$ cat src/rtl/cmdq_pkg.sv
package cmdq_pkg;
  // What happens to one host write
  typedef enum logic [2:0] {
    WK_IDLE,    // no write this cycle
    WK_DIRECT,  // below the queue boundary: forwarded at once
    WK_QUEUE,   // accepted into the command queue
    WK_FULL,    // queue full: discarded, error raised
    WK_OFF      // engine disabled: discarded silently
  } wr_kind_e;
endpackage

$ cat src/rtl/cmdq_classify.sv
module cmdq_classify
  import cmdq_pkg::*;
#(
  parameter int OFS_W      = 8,
  parameter int QUEUE_BASE = 64
) (
  input  logic             wr_en,
  input  logic [OFS_W-1:0] wr_ofs,
  input  logic             eng_en,
  input  logic             full,
  output wr_kind_e         kind
);
  localparam logic [OFS_W-1:0] BASE = OFS_W'(QUEUE_BASE);

  always_comb begin
    if (!wr_en)             kind = WK_IDLE;
    else if (wr_ofs < BASE) kind = WK_DIRECT;
    else if (!eng_en)       kind = WK_OFF;
    else if (full)          kind = WK_FULL;
    else                    kind = WK_QUEUE;
  end
endmodule

$ cat src/rtl/cmdq_store.sv
module cmdq_store #(
  parameter int WIDTH = 40,
  parameter int DEPTH = 16,
  parameter int PTR_W = 4
) (
  input  logic             clk,
  input  logic             we,
  input  logic [PTR_W-1:0] wr_ptr,
  input  logic [WIDTH-1:0] wdata,
  input  logic [PTR_W-1:0] rd_ptr,
  output logic [WIDTH-1:0] rdata
);
  // Plain array, no reset: maps onto distributed RAM with a show-ahead read
  logic [WIDTH-1:0] mem [DEPTH];

  always_ff @(posedge clk) begin
    if (we) mem[wr_ptr] <= wdata;
  end

  assign rdata = mem[rd_ptr];
endmodule

$ cat src/rtl/cmdq_ctrl.sv
module cmdq_ctrl #(
  parameter int DEPTH = 16,
  parameter int PTR_W = 4,
  parameter int CNT_W = 5
) (
  input  logic             clk,
  input  logic             rst,
  input  logic             eng_en,
  input  logic             push,
  input  logic             eng_ready,
  input  logic             eng_active,
  output logic             full,
  output logic             q_valid,
  output logic [PTR_W-1:0] wr_ptr,
  output logic [PTR_W-1:0] rd_ptr,
  output logic [DEPTH-1:0] level,
  output logic             busy
);
  logic [CNT_W-1:0] cnt_q, cnt_nxt;
  logic [DEPTH-1:0] lvl_nxt;
  logic             pop;

  function automatic logic [PTR_W-1:0] bump(input logic [PTR_W-1:0] p);
    return (p == PTR_W'(DEPTH-1)) ? '0 : p + 1'b1;
  endfunction

  assign pop     = eng_en && eng_ready && (cnt_q != '0);
  assign cnt_nxt = cnt_q + CNT_W'(push) - CNT_W'(pop);
  assign full    = (cnt_q == CNT_W'(DEPTH));
  assign q_valid = (cnt_q != '0);

  // Thermometer: bit i set while more than i entries are held
  for (genvar g = 0; g < DEPTH; g++) begin : g_thermo
    assign lvl_nxt[g] = (cnt_nxt > CNT_W'(g));
  end

  always_ff @(posedge clk) begin
    if (rst || !eng_en) begin
      cnt_q  <= '0;
      wr_ptr <= '0;
      rd_ptr <= '0;
      level  <= '0;
      busy   <= 1'b0;
    end else begin
      cnt_q <= cnt_nxt;
      if (push) wr_ptr <= bump(wr_ptr);
      if (pop)  rd_ptr <= bump(rd_ptr);
      level <= lvl_nxt;
      busy  <= (cnt_nxt != '0) || eng_active;
    end
  end
endmodule

$ cat src/rtl/engine_write_front.sv
module engine_write_front
  import cmdq_pkg::*;
#(
  parameter int DATA_W     = 32,
  parameter int OFS_W      = 8,
  parameter int DEPTH      = 16,
  parameter int QUEUE_BASE = 64
) (
  input  logic              clk,
  input  logic              rst,
  input  logic              wr_en,
  input  logic [OFS_W-1:0]  wr_ofs,
  input  logic [DATA_W-1:0] wr_data,
  input  logic              eng_en,
  input  logic              err_ack,
  input  logic              eng_active,
  input  logic              eng_ready,
  output logic              dir_valid,
  output logic [OFS_W-1:0]  dir_ofs,
  output logic [DATA_W-1:0] dir_data,
  output logic              q_valid,
  output logic [OFS_W-1:0]  q_ofs,
  output logic [DATA_W-1:0] q_data,
  output logic [DEPTH-1:0]  fifo_level,
  output logic              busy,
  output logic              ovf_err
);
  localparam int PTR_W = (DEPTH > 1) ? $clog2(DEPTH) : 1;
  localparam int CNT_W = $clog2(DEPTH + 1);
  localparam int ENT_W = OFS_W + DATA_W;

  wr_kind_e         kind;
  logic             full;
  logic             push;
  logic [PTR_W-1:0] wr_ptr, rd_ptr;
  logic [ENT_W-1:0] head;

  cmdq_classify #(.OFS_W(OFS_W), .QUEUE_BASE(QUEUE_BASE)) u_classify (
    .wr_en (wr_en),
    .wr_ofs(wr_ofs),
    .eng_en(eng_en),
    .full  (full),
    .kind  (kind)
  );

  assign push = (kind == WK_QUEUE);

  cmdq_ctrl #(.DEPTH(DEPTH), .PTR_W(PTR_W), .CNT_W(CNT_W)) u_ctrl (
    .clk       (clk),
    .rst       (rst),
    .eng_en    (eng_en),
    .push      (push),
    .eng_ready (eng_ready),
    .eng_active(eng_active),
    .full      (full),
    .q_valid   (q_valid),
    .wr_ptr    (wr_ptr),
    .rd_ptr    (rd_ptr),
    .level     (fifo_level),
    .busy      (busy)
  );

  cmdq_store #(.WIDTH(ENT_W), .DEPTH(DEPTH), .PTR_W(PTR_W)) u_store (
    .clk   (clk),
    .we    (push),
    .wr_ptr(wr_ptr),
    .wdata ({wr_ofs, wr_data}),
    .rd_ptr(rd_ptr),
    .rdata (head)
  );

  assign q_ofs  = head[ENT_W-1:DATA_W];
  assign q_data = head[DATA_W-1:0];

  // Direct path: registered one-cycle pulse
  always_ff @(posedge clk) begin
    if (rst) begin
      dir_valid <= 1'b0;
      dir_ofs   <= '0;
      dir_data  <= '0;
    end else begin
      dir_valid <= (kind == WK_DIRECT);
      if (kind == WK_DIRECT) begin
        dir_ofs  <= wr_ofs;
        dir_data <= wr_data;
      end
    end
  end

  // Sticky overflow; a new overflow wins over a simultaneous acknowledge
  always_ff @(posedge clk) begin
    if (rst)                  ovf_err <= 1'b0;
    else if (kind == WK_FULL) ovf_err <= 1'b1;
    else if (err_ack)         ovf_err <= 1'b0;
  end
endmodule

$ cat config.mk
export PLATFORM = sky130hd
export DESIGN_NAME = engine_write_front
export DESIGN_NICKNAME = d
export VERILOG_FILES = /design/src/rtl/cmdq_pkg.sv /design/src/rtl/cmdq_classify.sv /design/src/rtl/cmdq_store.sv /design/src/rtl/cmdq_ctrl.sv /design/src/rtl/engine_write_front.sv
export SDC_FILE = /design/constraint.sdc
export NUM_CORES = 1
export LEC_CHECK = 0
export BUFFER_PORTS_ARGS = -buffer_cell sky130_fd_sc_hd__buf_2
export CORE_UTILIZATION = 32
export CTS_CLUSTER_DIAMETER = 200
export DETAILED_ROUTE_END_ITERATION = 8
export GPL_TIMING_DRIVEN = 0
export PLACE_DENSITY_LB_ADDON = 0.1
export SYNTH_ARGS = -nofsm -noshare
export SYNTH_HDL_FRONTEND = slang
export SYNTH_SLANG_ARGS = --single-unit
$ cat constraint.sdc
create_clock -name clk -period 8.2 [get_ports clk]
set_clock_uncertainty 0.05 [all_clocks]
set_input_delay 0.82 -clock clk [delete_from_list [all_inputs] [get_ports clk]]
set_output_delay 0.82 -clock clk [all_outputs]
set_load 0.02 [all_outputs]
==> key figures <==
STA
  • Fin. Hold Viols: 0
  • RSZ-0062 raised after global routing: no
  • Final period utilization: 55.0%
  • Final setup violation count: 0
  • Rel. slew slack: 18.4%
  • Slew Limit Fails: 0
  • Setup TNS: 0 ns
  • Minimum clock period: 4.51 ns
  • Tightest Pin Transition: 1.22 ns
  • Peak Freq: 0.222 GHz

CTS
  • CTS tree: built
  • Worst-Skew Late Latency: 0.62 ns
  • H-tree Lvls: 3
  • Hold-fix buffers, CTS: 0
  • Clock Path Buffers: 3
  • CTS Buf Count: 80
  • CTS sink count: 716
  • CTS resizes: 0
  • Clock-pin slew on the worst setup and hold paths: 0.06 ns
  • CTS Root Cell: clkbuf_16
  • Total setup buffers inserted after CTS: 0

Die
  • Ports: 147
  • Initial Utilization: 32.3%
  • Die width: 293 µm
  • Die ar.: 85600 µm²
  • Core box area: 83600 µm²
  • Die Span Y: 293 µm
  • Row cnt: 106

Synth
  • Warning count from the yosys run: 0
  • Syn_area_per_cell: 22.0 µm²
  • Seq cells post-synth: 716
  • Distinct cells, synth: 38
  • Number of synthesized flops with an enable pin: 640
  • Primary FF master, synth: edfxtp_1
  • Syn Inst Count: 1229
  • Syn Nets: 1288
  • Async S/R FF share, synth: 0%
  • Synth Cell Area: 27000 µm²
  • Register area share after synthesis: 76.8%

Cells and area
  • Cell area after layout: 31800 µm²
  • Synth-to-layout area growth: 17.6%
  • Layout cells sized above 1: 31.2%
  • # diodes: 0
  • Final nets: 1524
  • Util after Layout: 38.0%

Placed design
  • Gpl congestion: 0.698
  • DP Area: 29400 µm²
  • HPWL Detailed: 39400 µm
  • Port Buffers: 145

Worst setup path
  • CP startpoint kind: register
  • R2R cell count: 14
  • CP max FO: 10
  • Req. time, crit path: 7.33 ns
  • Arrival time at the worst endpoint: 3.64 ns
  • Critical path class: register to primary output
  • Reg2Reg Launch Point: u_ctrl.cnt_q[2]
  • CP endpoint kind: primary output

Power
  • Lkg Pwr: 10.0 nW
  • Switching Share: 22.4%
  • Comb power frac: 6.1%
  • Power Dens Cells: 247 nW/µm²
  • Peak supply drop: 0.000180 V
  • Clock Power Share: 42.5%
  • Seq pwr share: 51.4%
  • Cell Int Power: 0.00610 W
  • Switch Pwr: 0.00176 W

Global route
  • Global-route wire length before repair: 99800 µm
  • GRT Overall Usage: 16.5%
  • Antenna violations before repair: 2
  • Vias in the first global route: 13800
  • Grt ovf: 0
  • Largest net degree at the start of global routing: 41

Hold path
  • Worst Min Path Start: dir_data[18]
  • Hold Path Depth: 2
  • HP Class: register to register

Detailed routing
  • Vias per inst: 4.94
  • Initial DRC count: 902
  • Antenna Violating Nets Remaining: 0
  • Drt drc: 0
  • Vias: 12900
  • Pre-Repair DR Iteration Count: 4
  • Avg WL per Cell: 26.8 µm
  • Wirelength, routed: 70000 µm

Flow run
  • Maxcap violations: 0

Status
  • Run status: finished, final reports clean
-- cells by family (layout without fill, tap and decap cells) --
group	Yosys count	count (layout)	synth area share, %
flip-flops	716	716	76.8
AO/OA/AOI/OAI	75	75	1.55
adder cells (fa/ha/maj)	12	12	0.583
XOR/XNOR	6	6	0.194
multiplexers	204	204	17.1
buffers and inverters	77	378	1.50
AND/OR/NAND/NOR	139	139	2.35
-- placed cells by master (no fill, tap or decap), drive strengths merged, types with 3 or more instances in the layout --
cell type,n
clkinv,24
nand2,80
a21oi,52
clkbuf,155
mux4,200
buf,183
mux2i,4
nand2b,3
xnor2,4
dfxtp,76
nor3b,4
ha,11
o21bai,5
nand3,6
edfxtp,640
o21ai,3
and2,18
a31oi,9
nor2,19
inv,15
-- metrics by stage --
step	worst slack [ns]	hold slack (ns)	std cells	power, W
5_1_grt	3.51	0.424	2610	0.00814
3_5_place_dp	4.20	0.393	2463	0.00460
6_report	3.69	0.400	2610	0.00786
2_1_floorplan	4.56	0.450	1229	0.00440
4_1_cts	3.64	0.402	2610	0.00796
3_3_place_gp	3.05	0.389	2454	0.00460
-- routing by layer --
layer / GRT usage [%] / wire (µm) / vias to the layer above
li1: - / - / 5579
met1: 21.9 / 30500 / 6930
met2: 28.1 / 35100 / 314
met3: 3.00 / 3370 / 74
met4: 4.10 / 1020 / 4
met5: 0 / 27 / -
-- cell type report --
type                            count  area, µm²
Timing Repair Buffer              154        951
Tap cell                         1080       1350
Sequential cell                   716      20700
Fill cell                        7642      51800
Clock buffer                      118       2210
Multi-Input combinational cell    436       5920
Buffer                             66        363
Inverter                           11       41.3
Clock inverter                     29        211
-- path summary, 6_finish.rpt --
path | slack [ns] | endpoint
worst min register to register | 0.40 | dir_data[18]
worst max register to register | 4.16 | u_ctrl.level[7]
worst max-delay path | 3.69 | q_ofs[7]
worst min-delay path | 0.40 | dir_data[18]
-- cell usage after synthesis, drive strengths merged, types with 2 or more instances --
master / n / area (µm²)
xnor2: 4 / 35.0
a21oi: 52 / 260
and3b: 2 / 17.5
buf: 29 / 224
nand3: 6 / 30.0
nor3b: 4 / 30.0
and3: 2 / 12.5
edfxtp: 640 / 19200
nand2: 80 / 300
a41oi: 2 / 17.5
ha: 11 / 138
dfxtp: 76 / 1520
clkbuf: 37 / 139
o21ai: 3 / 15.0
xor2: 2 / 17.5
mux2i: 4 / 40.0
nor2: 19 / 71.3
o21bai: 5 / 37.5
a31oi: 9 / 56.3
mux4: 200 / 4570
nand2b: 3 / 18.8
inv: 11 / 41.3
and2: 18 / 113
-- sequential cells by signal (all words and copies together) (netlist names), named ones only --
name	count
dir_ofs	8
u_store.mem	640
ovf_err	1
u_ctrl.rd_ptr	4
dir_valid	1
u_ctrl.wr_ptr	4
u_ctrl.cnt_q	5
u_ctrl.level	16
dir_data	32
u_ctrl.busy	1
-- power by group through the flow --
stage                     Combinational [W]  Clock, W  Sequential (W)
after floorplan                    0.000246         0         0.00416
after global placement             0.000481         0         0.00412
after detailed placement           0.000488         0         0.00411
after CTS                          0.000490   0.00343         0.00404
after global routing               0.000521   0.00357         0.00404
final                              0.000480   0.00334         0.00404
-- worst max-delay path: stages (launching register included) --
cell,delay (ns)
dfxtp_1,0.30
clkbuf_1,0.39
buf_2,0.34
clkbuf_1,0.79
mux4_2,0.42
mux4_2,0.57
buf_2,0.20
Power figures use the tool's default switching activity.
